===== config.mk =====
export PLATFORM = sky130hd
export DESIGN_NAME = stbank
export DESIGN_NICKNAME = d
export VERILOG_FILES = /design/src/rtl/stbank_pkg.sv /design/src/rtl/stbank_seq.sv /design/src/rtl/stbank_array.sv /design/src/rtl/stbank.sv
export SDC_FILE = /design/constraint.sdc
export NUM_CORES = 1
export LEC_CHECK = 0
export ABC_CLOCK_PERIOD_IN_PS = 2100
export BUFFER_PORTS_ARGS = -buffer_cell sky130_fd_sc_hd__buf_2
export CAP_MARGIN = 15
export CELL_PAD_IN_SITES_DETAIL_PLACEMENT = 1
export CELL_PAD_IN_SITES_GLOBAL_PLACEMENT = 1
export CORE_MARGIN = 8
export CORE_UTILIZATION = 47
export CTS_CLUSTER_SIZE = 30
export DETAILED_ROUTE_END_ITERATION = 8
export GPL_ROUTABILITY_DRIVEN = 1
export PLACE_DENSITY = 0.77
export SKIP_LAST_GASP = 1
export SYNTH_ARGS = -nofsm -noshare
export SYNTH_HDL_FRONTEND = slang
export SYNTH_SLANG_ARGS = --single-unit

===== constraint.sdc =====
create_clock -name clk -period 2.1 [get_ports clk]
set_clock_uncertainty 0.05 [all_clocks]
set_input_delay 0.105 -clock clk [delete_from_list [all_inputs] [get_ports clk]]
set_output_delay 0.105 -clock clk [all_outputs]
set_load 0.02 [all_outputs]

===== src/rtl/stbank_pkg.sv =====
package stbank_pkg;
    typedef enum logic [1:0] {
        OP_WRITE = 2'b00,
        OP_SAVE  = 2'b01,
        OP_GSAVE = 2'b10,
        OP_RSVD  = 2'b11
    } store_op_e;

    typedef enum logic [1:0] {
        ST_IDLE  = 2'd0,
        ST_ARMED = 2'd1,
        ST_BURN  = 2'd2
    } seq_state_e;
endpackage


===== src/rtl/stbank_seq.sv =====
module stbank_seq #(
    parameter int WR_CYCLES = 50000
) (
    input  logic clk,
    input  logic rst_n,
    input  logic cmd_store,
    input  logic wp_n,
    input  logic bus_stop,
    output logic capture,
    output logic commit,
    output logic busy
);
    import stbank_pkg::*;

    localparam int CW = $clog2(WR_CYCLES + 1);

    seq_state_e state, state_nx;
    logic [CW-1:0] cnt;

    always_ff @(posedge clk or negedge rst_n) begin
        if (!rst_n) state <= ST_IDLE;
        else        state <= state_nx;
    end

    always_comb begin
        state_nx = state;
        unique case (state)
            ST_IDLE:  if (cmd_store && wp_n) state_nx = ST_ARMED;
            ST_ARMED: begin
                if (bus_stop)                state_nx = wp_n ? ST_BURN : ST_IDLE;
                else if (cmd_store && !wp_n) state_nx = ST_IDLE;
            end
            ST_BURN:  if (cnt == '0) state_nx = ST_IDLE;
            default:  state_nx = ST_IDLE;
        endcase
    end

    always_comb begin
        capture = 1'b0;
        commit  = 1'b0;
        busy    = 1'b0;
        unique case (state)
            ST_IDLE:  capture = cmd_store && wp_n;
            ST_ARMED: begin
                capture = cmd_store && wp_n && !bus_stop;
                commit  = bus_stop && wp_n;
            end
            ST_BURN:  busy = 1'b1;
            default:  ;
        endcase
    end

    always_ff @(posedge clk or negedge rst_n) begin
        if (!rst_n)                          cnt <= '0;
        else if (commit)                     cnt <= CW'(WR_CYCLES - 1);
        else if (state == ST_BURN && cnt != '0) cnt <= cnt - 1'b1;
    end
endmodule


===== src/rtl/stbank_array.sv =====
module stbank_array #(
    parameter int NCH  = 2,
    parameter int NREG = 4,
    parameter int W    = 6,
    parameter logic [NCH*NREG*W-1:0] INIT_VAL = '0
) (
    input  logic                          clk,
    input  logic                          rst_n,
    input  logic                          capture,
    input  logic                          commit,
    input  stbank_pkg::store_op_e         cmd_op,
    input  logic [$clog2(NCH)-1:0]        cmd_chan,
    input  logic [$clog2(NREG)-1:0]       cmd_ptr,
    input  logic [W-1:0]                  cmd_data,
    input  logic [NCH*W-1:0]              pos_in,
    input  logic [$clog2(NCH)-1:0]        rd_chan,
    input  logic [$clog2(NREG)-1:0]       rd_ptr,
    output logic [W-1:0]                  rd_data,
    output logic [NCH*W-1:0]              boot_pos
);
    import stbank_pkg::*;

    localparam int CHW = $clog2(NCH);
    localparam int PW  = $clog2(NREG);
    localparam int NCELL = NCH * NREG;

    store_op_e        pend_op;
    logic [CHW-1:0]   pend_chan;
    logic [PW-1:0]    pend_ptr;
    logic [W-1:0]     pend_data;
    logic [NCH*W-1:0] pend_pos;
    logic [NCELL*W-1:0] flat;

    always_ff @(posedge clk or negedge rst_n) begin
        if (!rst_n) begin
            pend_op   <= OP_WRITE;
            pend_chan <= '0;
            pend_ptr  <= '0;
            pend_data <= '0;
            pend_pos  <= '0;
        end else if (capture) begin
            pend_op   <= cmd_op;
            pend_chan <= cmd_chan;
            pend_ptr  <= cmd_ptr;
            pend_data <= cmd_data;
            pend_pos  <= pos_in;
        end
    end

    for (genvar c = 0; c < NCH; c++) begin : g_ch
        for (genvar r = 0; r < NREG; r++) begin : g_reg
            logic [W-1:0] q;
            logic         hit;
            logic [W-1:0] nv;

            always_comb begin
                hit = 1'b0;
                nv  = pend_pos[c*W +: W];
                unique case (pend_op)
                    OP_WRITE: begin
                        hit = (pend_chan == CHW'(c)) && (pend_ptr == PW'(r));
                        nv  = pend_data;
                    end
                    OP_SAVE:  hit = (pend_chan == CHW'(c)) && (pend_ptr == PW'(r));
                    OP_GSAVE: hit = (pend_ptr == PW'(r));
                    default:  hit = 1'b0;
                endcase
            end

            always_ff @(posedge clk or negedge rst_n) begin
                if (!rst_n)             q <= INIT_VAL[(c*NREG+r)*W +: W];
                else if (commit && hit) q <= nv;
            end

            assign flat[(c*NREG+r)*W +: W] = q;
        end
        assign boot_pos[c*W +: W] = g_ch[c].g_reg[0].q;
    end

    logic [CHW+PW-1:0] rd_idx;
    assign rd_idx  = {rd_chan, rd_ptr};
    assign rd_data = flat[rd_idx*W +: W];
endmodule


===== src/rtl/stbank.sv =====
module stbank #(
    parameter int NCH       = 2,
    parameter int NREG      = 4,
    parameter int W         = 6,
    parameter int WR_CYCLES = 50000,
    parameter logic [NCH*NREG*W-1:0] INIT_VAL = '0
) (
    input  logic                    clk,
    input  logic                    rst_n,
    input  logic                    wp_n,
    input  logic                    cmd_valid,
    input  logic [1:0]              cmd_op,
    input  logic [$clog2(NCH)-1:0]  cmd_chan,
    input  logic [$clog2(NREG)-1:0] cmd_ptr,
    input  logic [W-1:0]            cmd_data,
    input  logic [NCH*W-1:0]        pos_in,
    input  logic                    bus_stop,
    input  logic [$clog2(NCH)-1:0]  rd_chan,
    input  logic [$clog2(NREG)-1:0] rd_ptr,
    output logic [W-1:0]            rd_data,
    output logic [NCH*W-1:0]        boot_pos,
    output logic                    busy
);
    import stbank_pkg::*;

    store_op_e op;
    logic      cmd_store;
    logic      capture;
    logic      commit;

    assign op        = store_op_e'(cmd_op);
    assign cmd_store = cmd_valid && (op != OP_RSVD);

    stbank_seq #(.WR_CYCLES(WR_CYCLES)) u_seq (
        .clk      (clk),
        .rst_n    (rst_n),
        .cmd_store(cmd_store),
        .wp_n     (wp_n),
        .bus_stop (bus_stop),
        .capture  (capture),
        .commit   (commit),
        .busy     (busy)
    );

    stbank_array #(
        .NCH(NCH), .NREG(NREG), .W(W), .INIT_VAL(INIT_VAL)
    ) u_arr (
        .clk     (clk),
        .rst_n   (rst_n),
        .capture (capture),
        .commit  (commit),
        .cmd_op  (op),
        .cmd_chan(cmd_chan),
        .cmd_ptr (cmd_ptr),
        .cmd_data(cmd_data),
        .pos_in  (pos_in),
        .rd_chan (rd_chan),
        .rd_ptr  (rd_ptr),
        .rd_data (rd_data),
        .boot_pos(boot_pos)
    );
endmodule


==> results.py, run 1 <==
metrics = {
    "global_routing": {
        "grt_max_degree": 47,
        "grt_pass1_wl_um": 17600,
        "antenna_found_initial": 0,
        "track_usage_pct": 18.0,
        "first_global_vias": 3216,
        "overflow": 0,
    },
    "drt": {
        "drtAntennaViolNets": 0,
        "avgViaCountPerCell": 5.59,
        "routedWlPerCell_um": 20.4,
        "finalWirelength_um": 10700,
        "vias": 2918,
        "drcViolationCount": 0,
        "drtIter0Drc": 67,
        "firstDrtPassIters": 4,
    },
    "timing": {
        "relSlewSlack_pct": 62.5,
        "fmaxAchievable_mhz": 511,
        "fin_ws_ns": 0.143,
        "min_period_ns": 1.96,
        "setup_viol": 0,
        "final_hold_viol_count": 0,
        "rsz0062_at_grt": "no",
        "whs_ns": 0.0324,
        "tightest_slew_ns": 0.547,
        "final-max-slew-violation-count": 0,
        "final.setup.tns_ns": 0,
        "min_period_over_period_pct": 93.2,
    },
    "logic_synthesis": {
        "yosys_warnings": 0,
        "synth_common_cells": "dfrtp_1, mux2_2, nor2_1",
        "synth_area_leaders": "dfrtp_1, mux2_2, mux4_2",
        "post-synth-top-count-cell": "dfrtp_1",
        "seq_area_frac_synth_pct": 53.1,
        "synth-edff-count": 0,
        "synthDistinctLibCells": 46,
        "postSynthCellCount": 325,
        "avgSynthCellArea_um2": 12.9,
        "synth_top_cell_area_share_pct": 53.1,
        "synth_fp_nets": 357,
        "synth_top_area_cell": "dfrtp_1",
        "synth_top_flop_cell": "dfrtp_1",
        "synthArstFlopShare_pct": 100,
        "ys_seq_elements": 89,
        "syn_area_um2": 4190,
    },
    "critical_path": {
        "path_max_fanout": 6,
        "r2r_start": "u_arr.pend_op[1]",
        "max_stage_delay_ns": 0.45,
        "crit_slowest_cell": "and4_2",
        "cp.arrival_ns": 2.15,
        "cp-end-kind": "flop",
        "r2r_slack_ns": 0.14,
        "rr_worst_depth": 4,
        "required_ns": 2.29,
        "path_class": "reg2reg",
        "path_cells": "nand2b_1 -> a21boi_0 -> and4_2 -> mux2_2",
        "reg2reg_to": "u_arr.g_ch[0].g_reg[0].q[1]",
        "cp-start-kind": "flop",
    },
    "clock_network": {
        "cts.path.max_buffers": 2,
        "cts-root-buf": "clkbuf_8",
        "cts.htree.levels": 3,
        "tritoncts": "yes",
        "clkTransAtPathRegs_ns": 0.09,
        "clk_latency_ns": 0.37,
        "cts-buffers-inserted": 9,
        "cts_sinks": 89,
    },
    "power_and_ir_drop": {
        "power_density_nw_per_um2": 1340,
        "power_leakage_nw": 2.35,
        "p_int_mw": 4.28,
        "seq_power_share_pct": 44.3,
        "p_switching_mw": 2.56,
        "power_frac_comb_pct": 36.5,
        "peakVddDrop_mv": 0.600,
        "swShare_pct": 37.4,
        "p_total_mw": 6.84,
        "p_clk_share_pct": 19.2,
    },
    "cells_and_area": {
        "drive_gt1_share_pct": 39.1,
        "fill_cells": 934,
        "stdcell_area_um2": 5100,
        "nets": 442,
        "area_growth_pct": 21.7,
        "diodes": 0,
    },
    "die": {
        "ios": 50,
        "start_util_pct": 48.3,
        "die_h_um": 110,
        "core_region_area_um2": 8680,
        "dieWidth_um": 110,
        "dieArea_um2": 12200,
        "rows": 34,
    },
    "placement": {
        "io_buffers": 49,
        "hpwlAfterDp_um": 7090,
        "place_congestion": 0.839,
        "dpl_cell_area_um2": 4630,
        "pre_cts_ws_ns": 0.107,
    },
    "hold_path": {
        "hp-class": "in2reg",
        "whs_endpoint": "u_seq.state[0]",
        "min_from": "wp_n",
        "min_path_cells": 3,
    },
    "run_status": {
        "status": "finished clean",
    },
    "flow_run": {
        "cap_violations": 0,
    },
}
-- how the worst max path moves through the flow --
stage	start	slack, ns	endpoint	cells after the start
6_report	u_arr.pend_op[1]	0.14	u_arr.g_ch[0].g_reg[0].q[1]	4
4_1_cts	u_arr.pend_op[1]	0.09	u_arr.g_ch[0].g_reg[0].q[1]	4
3_5_place_dp	u_arr.pend_op[1]	0.11	u_arr.g_ch[0].g_reg[0].q[1]	4
2_1_floorplan	u_arr.pend_op[1]	0.28	u_arr.g_ch[0].g_reg[0].q[0]	4
5_1_grt	u_seq.cnt[0]	0.004	u_seq.cnt[0]	6
3_3_place_gp	u_arr.pend_op[1]	0.21	u_arr.g_ch[0].g_reg[0].q[4]	4
-- cell usage in the layout (no fill, tap or decap), types with 3 or more instances in the layout --
cell | synthesis | layout
o31ai_1 | 3 | 3
nand4_1 | 5 | 5
o21ai_0 | 8 | 8
buf_2 | 5 | 48
buf_4 | 0 | 16
nand3_1 | 5 | 5
nand2b_1 | 3 | 3
nor3_1 | 4 | 4
inv_1 | 4 | 4
nand2_1 | 16 | 16
a21oi_1 | 25 | 25
clkbuf_8 | 0 | 9
dlygate4sd3_1 | 0 | 24
dfrtp_1 | 89 | 89
mux4_2 | 12 | 12
mux2i_1 | 13 | 13
nor2_1 | 26 | 26
mux2_2 | 59 | 59
a2111oi_2 | 3 | 3
-- sequential cells by signal, summed over array words and instances, names as in the netlist --
| register | flops |
|---|---|
| u_arr.pend_pos | 12 |
| u_seq.cnt | 16 |
| u_arr.pend_chan | 1 |
| u_arr.pend_ptr | 2 |
| u_arr.pend_data | 6 |
| u_arr.pend_op | 2 |
| u_arr.g_ch.g.q | 48 |
| u_seq.state | 2 |
-- timing repair --
action / 4_1_cts / 5_1_grt
setup buffers: 0 / 2
gates resized for setup: 0 / 1
hold buffers: 24 / 0
endpoints found under the hold margin: 66 / 0
endpoints found under the setup margin: 0 / 18
-- power by group through the flow --
| stage | logic, mW | registers, mW | clock network (mW) |
|---|---|---|---|
| finish | 2.50 | 3.03 | 1.31 |
| CTS | 2.48 | 3.00 | 1.32 |
| detailed placement | 2.42 | 3.04 | 0 |
| global route | 2.71 | 3.12 | 1.42 |
| global placement | 2.33 | 2.97 | 0 |
| floorplan | 1.61 | 2.98 | 0 |
-- layout make-up --
class	instances	area [µm²]	share of cell area, %
clock inverters	6	92.6	1.81
clock buffers	9	124	2.43
well taps	108	135	2.65
multi-input cells	217	1890	37.0
repair buffers	89	621	12.2
flip-flops and latches	89	2230	43.6
inverters	4	15.0	0.294
-- critical path, delay by kind of cell, from the launching register on --
kind / cells / cell delay, ns
simple gates: 2 / 0.59
mux: 1 / 0.37
flops: 1 / 0.41
compound gates: 1 / 0.43
-- layer usage --
metal	vias up	global-route usage, %	share of wire, %
met3	15	3.25	2.4
met5	-	0	0
met4	0	6.94	2.3
met1	1489	22.1	43
li1	1373	-	-
met2	41	30.7	52
-- metrics by stage --
stage,util [%],instances
finish,58.8,522
global route,58.8,522
CTS,58.6,520
detailed placement,53.4,481
global placement,53.4,481
floorplan,-,325
-- cells by family (layout without fill, tap and decap cells) --
family                   count (synthesis)  in the layout  share of synthesized area [%]
XOR/XNOR                                 1              1                          0.209
buffers and inverters                   19            108                           1.85
flip-flops                              89             89                           53.1
AO/OA/AOI/OAI                           49             49                           7.46
multiplexers                            84             84                           25.4
adder cells (fa/ha/maj)                  1              1                          0.298
AND/OR/NAND/NOR                         82             82                           11.7
(Power assumes the default switching activity.)
==> inputs of run 2 (changes only) <==
CORE_ASPECT_RATIO = 0.6   (was unset)
==> run 2 against run 1 <==
Maximum frequency is 4.1% lower. Global-route usage is 3.0 points higher. Sequential cell count stayed put. Highest routed layer unchanged.
==> results.py, run 2 (synthesis results as in run 1) <==
metrics = {
    "cells_and_area": {
        "final_cell_mix": "dfrtp_1, mux2_2, buf_2",
        "largest_reg_flops": 48,
        "stdcell_area_um2": 5220,
        "final_common_cell": "dfrtp_1",
        "nets": 444,
        "drive_gt1_share_pct": 39.2,
        "largest_registers": "u_arr.g_ch.g.q (48), u_seq.cnt (16), u_arr.pend_pos (12)",
        "final_cell_count_no_fill": 528,
        "area_growth_pct": 24.4,
        "diodes": 0,
        "largest-register": "u_arr.g_ch.g.q",
    },
    "die": {
        "rows": 26,
        "dieArea_um2": 12300,
        "ios": 50,
        "start_util_pct": 48.8,
        "core_region_area_um2": 8590,
        "die_h_um": 89.2,
        "dieWidth_um": 138,
    },
    "placement": {
        "place_congestion": 0.788,
        "dpl_cell_area_um2": 4670,
        "io_buffers": 49,
        "hpwlAfterDp_um": 8070,
        "place_inst": 489,
    },
    "timing": {
        "rsz0062_at_grt": "yes",
        "final.setup.tns_ns": 0,
        "setup_viol": 0,
        "fmaxAchievable_mhz": 490,
        "final_hold_viol_count": 0,
        "final-max-slew-violation-count": 0,
        "relSlewSlack_pct": 53.5,
        "min_period_ns": 2.04,
        "min_period_over_period_pct": 97.2,
        "tightest_slew_ns": 0.679,
    },
    "drt": {
        "finalWirelength_um": 11900,
        "drtIter0Drc": 168,
        "drtAntennaViolNets": 0,
        "vias": 3006,
        "routedWlPerCell_um": 22.5,
        "drcViolationCount": 0,
        "avgViaCountPerCell": 5.69,
        "firstDrtPassIters": 4,
    },
    "critical_path": {
        "cp-start-kind": "flop",
        "path_cells": "or4_1 -> o2111ai_1 -> o21bai_1 -> a21o_1",
        "crit_slowest_cell": "or4_1",
        "path_class": "reg2reg",
        "rr_worst_depth": 4,
        "path_max_fanout": 6,
        "max_stage_delay_ns": 0.65,
        "cp.arrival_ns": 2.21,
        "crit_family": "compound AO/OA/AOI/OAI gates",
        "reg2reg_to": "u_seq.cnt[14]",
        "cp_num_buf_inv": 0,
        "r2r_start": "u_seq.cnt[12]",
        "r2r_slack_ns": 0.06,
        "required_ns": 2.27,
        "cp-end-kind": "flop",
    },
    "run_status": {
        "status": "finished clean",
    },
    "global_routing": {
        "grt_max_degree": 64,
        "antenna_found_initial": 0,
        "grt_pass1_wl_um": 19200,
        "overflow": 0,
        "use_met1_pct": 29.1,
        "top_usage_layer": "met2",
        "use_met3_pct": 5.78,
        "track_usage_pct": 21.0,
        "grt_use_met2_pct": 32.4,
        "first_global_vias": 3332,
    },
    "flow_run": {
        "cap_violations": 0,
    },
    "clock_network": {
        "tritoncts": "yes",
        "clkTransAtPathRegs_ns": 0.06,
        "cts.path.max_buffers": 2,
        "cts-root-buf": "clkbuf_16",
        "clk_latency_ns": 0.33,
        "cts_sinks": 89,
        "postCtsSetupBuffers": 0,
        "cts.htree.levels": 3,
        "cts-buffers-inserted": 9,
    },
    "hold_path": {
        "min_from": "wp_n",
        "min_path_cells": 3,
        "whs_endpoint": "u_seq.state[0]",
        "hp-class": "in2reg",
    },
    "power_and_ir_drop": {
        "power_leakage_nw": 2.40,
        "power_density_nw_per_um2": 1410,
        "peakVddDrop_mv": 0.660,
    },
}
[run 2: layer usage]
layer	routed length, µm	up-vias	share of wire, %
li1	-	1376	-
met1	5730	1567	48
met2	5510	57	46
met3	539	6	4.5
met4	76	0	0.64
met5	0	-	0
[run 2: worst min-delay path: cells and delay by family]
kind                   cells  cell delay (ns)
multiplexers               1             0.08
buffers and inverters      1             0.12
AND/OR/NAND/NOR            1             0.11
[run 2: power by group]
group	total (mW)	switching, mW	leakage (nW)	internal (mW)
clock	1.60	0.627	0.148	0.977
sequential	3.07	0.641	1.13	2.43
combinational	2.66	1.43	1.12	1.22
[run 2: final cells by class]
| type | count | area (µm²) |
|---|---|---|
| fillers | 872 | 3370 |
| flip-flops and latches | 89 | 2230 |
| multi-input cells | 217 | 1900 |
| repair buffers | 91 | 636 |
| clock buffers | 12 | 256 |
| well taps | 112 | 140 |
| clock inverters | 3 | 40.0 |
| inverters | 4 | 15.0 |
[run 2: worst max path at each step]
| stage | start | endpoint | cells after the start |
|---|---|---|---|
| after floorplan | u_arr.pend_op[1] | u_arr.g_ch[0].g_reg[0].q[0] | 4 |
| after detailed placement | u_arr.pend_op[1] | u_arr.g_ch[0].g_reg[0].q[1] | 4 |
| final | u_seq.cnt[12] | u_seq.cnt[14] | 4 |
| after global placement | u_seq.cnt[9] | u_seq.cnt[12] | 4 |
| after CTS | u_arr.pend_op[1] | u_arr.g_ch[0].g_reg[0].q[1] | 4 |
| after global routing | u_seq.cnt[5] | u_seq.cnt[12] | 4 |
[run 2: metrics by stage]
stage               hold WS [ns]  worst slack [ns]  utilization, %  power (mW)
floorplan                 -0.241             0.280               -        4.59
global placement       -0.000986             0.200            54.3        5.40
detailed placement       0.00240             0.117            54.3        5.61
CTS                       0.0680            0.0363            60.6        7.32
global route              0.0816           -0.0507            60.7        7.74
finish                    0.0755            0.0586            60.7        7.33
[run 2: timing repair]
action                                  CTS  global route
resized for setup                         0             3
hold buffers                             24             0
hold endpoints to repair                 49             0
endpoints found under the setup margin    0             9
==> inputs of run 3 (changes only) <==
ABC_CLOCK_PERIOD_IN_PS = 2280   (was 2100)
SLEW_MARGIN = 20   (was unset)
clock period = 2.28 ns   (was 2.1 ns; I/O delays follow)
==> run 3 against run 2 <==
Non-clock buffer count fell by 5. Register-to-register slack better by 0.08 ns. Die area unchanged. Worst setup slack better by 0.078 ns. Sequential cell count did not move. Via count increased by 0.30%. Global-route usage fell by 0.28 points. Count of clock-buffer cells in the layout decreased by 3. Final area about the same. Sequential power fell by 7.2%. Critical path type unchanged. Largest cell class unchanged. Largest power group unchanged.
==> results.py, run 3 (synthesis results as in run 1) <==
metrics = {
    "drt": {
        "firstDrtPassIters": 4,
        "routedWlPerCell_um": 22.2,
        "drcViolationCount": 0,
        "drtAntennaViolNets": 0,
        "drtIter0Drc": 132,
        "vias": 3015,
        "avgViaCountPerCell": 5.75,
        "finalWirelength_um": 11600,
    },
    "hold_path": {
        "hp-class": "in2reg",
        "min_from": "bus_stop",
        "min_path_cells": 3,
        "whs_endpoint": "u_seq.state[0]",
    },
    "timing": {
        "fmaxAchievable_mhz": 466,
        "rsz0062_at_grt": "no",
        "setup_viol": 0,
        "min_period_ns": 2.14,
        "final_hold_viol_count": 0,
        "tightest_slew_ns": 0.709,
        "relSlewSlack_pct": 51.4,
        "final.setup.tns_ns": 0,
        "final-max-slew-violation-count": 0,
        "min_period_over_period_pct": 94.0,
    },
    "critical_path": {
        "cp-end-kind": "flop",
        "path_max_fanout": 6,
        "required_ns": 2.45,
        "path_class": "reg2reg",
        "rr_worst_depth": 4,
        "r2r_start": "u_arr.pend_op[1]",
        "r2r_slack_ns": 0.14,
        "cp.arrival_ns": 2.32,
        "crit_family": "simple AND/OR/NAND/NOR gates",
        "cp-start-kind": "flop",
        "max_stage_delay_ns": 0.45,
        "cp_num_buf_inv": 0,
        "path_cells": "nand2b_1 -> a21boi_0 -> and4_1 -> mux2_2",
        "reg2reg_to": "u_arr.g_ch[0].g_reg[0].q[0]",
        "crit_slowest_cell": "a21boi_0",
    },
    "die": {
        "ios": 50,
        "dieArea_um2": 12300,
        "die_h_um": 89.2,
        "core_region_area_um2": 8590,
        "start_util_pct": 48.8,
        "dieWidth_um": 138,
        "rows": 26,
    },
    "power_and_ir_drop": {
        "power_density_nw_per_um2": 1330,
        "peakVddDrop_mv": 0.583,
        "power_leakage_nw": 2.40,
    },
    "global_routing": {
        "grt_pass1_wl_um": 19100,
        "first_global_vias": 3310,
        "track_usage_pct": 20.7,
        "overflow": 0,
        "antenna_found_initial": 0,
        "grt_max_degree": 68,
    },
    "clock_network": {
        "cts.htree.levels": 3,
        "cts.path.max_buffers": 2,
        "cts_resized": 0,
        "clkTransAtPathRegs_ns": 0.07,
        "tritoncts": "yes",
        "cts-root-buf": "clkbuf_16",
        "cts-buffers-inserted": 9,
        "cts_sinks": 89,
        "clk_latency_ns": 0.35,
    },
    "cells_and_area": {
        "seq_area_um2": 2230,
        "multi_input_area_um2": 1890,
        "nets": 439,
        "final_cell_count_no_fill": 524,
        "largest_reg_flops": 48,
        "fill_cells": 877,
        "drive_gt1_share_pct": 38.6,
        "diodes": 0,
        "area_growth_pct": 24.3,
        "largest_registers": "u_arr.g_ch.g.q (48), u_seq.cnt (16), u_arr.pend_pos (12)",
        "largest-register": "u_arr.g_ch.g.q",
        "final_cell_mix": "dfrtp_1, mux2_2, buf_2",
        "final_common_cell": "dfrtp_1",
    },
    "placement": {
        "place_congestion": 0.778,
        "io_buffers": 49,
        "place_inst": 482,
        "hpwlAfterDp_um": 8000,
    },
    "flow_run": {
        "cap_violations": 0,
    },
    "run_status": {
        "status": "finished clean",
    },
}
[run 3: area by class of cell]
class | count | area share, %
well taps | 112 | 2.69
multi-input cells | 217 | 36.2
clock buffers | 9 | 4.32
flip-flops and latches | 89 | 42.7
inverters | 4 | 0.288
clock inverters | 7 | 2.26
repair buffers | 86 | 11.5
[run 3: worst min-delay path: stages]
cell and delay, ns:
buf_2 0.11, a21oi_1 0.08, nor2b_1 0.13
[run 3: power by group]
part           internal [mW]  switching [mW]  leakage (nW)  total [mW]
clock                   1.07           0.634         0.170        1.71
combinational           1.08            1.28          1.10        2.36
sequential              2.24           0.613          1.13        2.85
total                   4.39            2.52          2.40        6.91
[run 3: worst max-delay path by stage]
stage,startpoint,to,slack (ns),depth (start not counted)
2_1_floorplan,u_arr.pend_op[1],u_arr.g_ch[0].g_reg[0].q[0],0.46,4
3_3_place_gp,u_arr.pend_op[1],u_arr.g_ch[0].g_reg[3].q[4],0.31,4
3_5_place_dp,u_arr.pend_op[1],u_arr.g_ch[0].g_reg[3].q[2],0.26,4
4_1_cts,u_arr.pend_op[1],u_arr.g_ch[0].g_reg[3].q[2],0.12,4
5_1_grt,u_arr.pend_op[1],u_arr.g_ch[0].g_reg[1].q[4],0.002,4
6_report,u_arr.pend_op[1],u_arr.g_ch[0].g_reg[0].q[0],0.14,4
[run 3: metal layers]
layer	wire, µm	up-vias	track usage [%]
li1	-	1365	-
met1	5460	1567	28.1
met2	5310	68	31.9
met3	701	15	5.39
met4	140	0	6.50
met5	0	-	0
[run 3: repair_timing]
action	CTS	global route
endpoints found under the setup margin	0	10
hold buffers	24	0
setup buffers	0	2
hold endpoints to repair	52	0
[run 3: through the flow]
stage / power (mW) / hold WS [ns] / utilization [%] / worst slack [ns] / cell area [µm²]
after floorplan: 4.23 / -0.232 / - / 0.460 / 4190
after global placement: 4.94 / -0.0210 / 53.7 / 0.311 / 4610
after detailed placement: 5.13 / -0.0193 / 53.7 / 0.264 / 4610
after CTS: 6.93 / 0.0434 / 60.5 / 0.122 / 5200
after global routing: 7.30 / 0.0890 / 60.7 / 0.00167 / 5210
final: 6.91 / 0.0695 / 60.7 / 0.136 / 5210
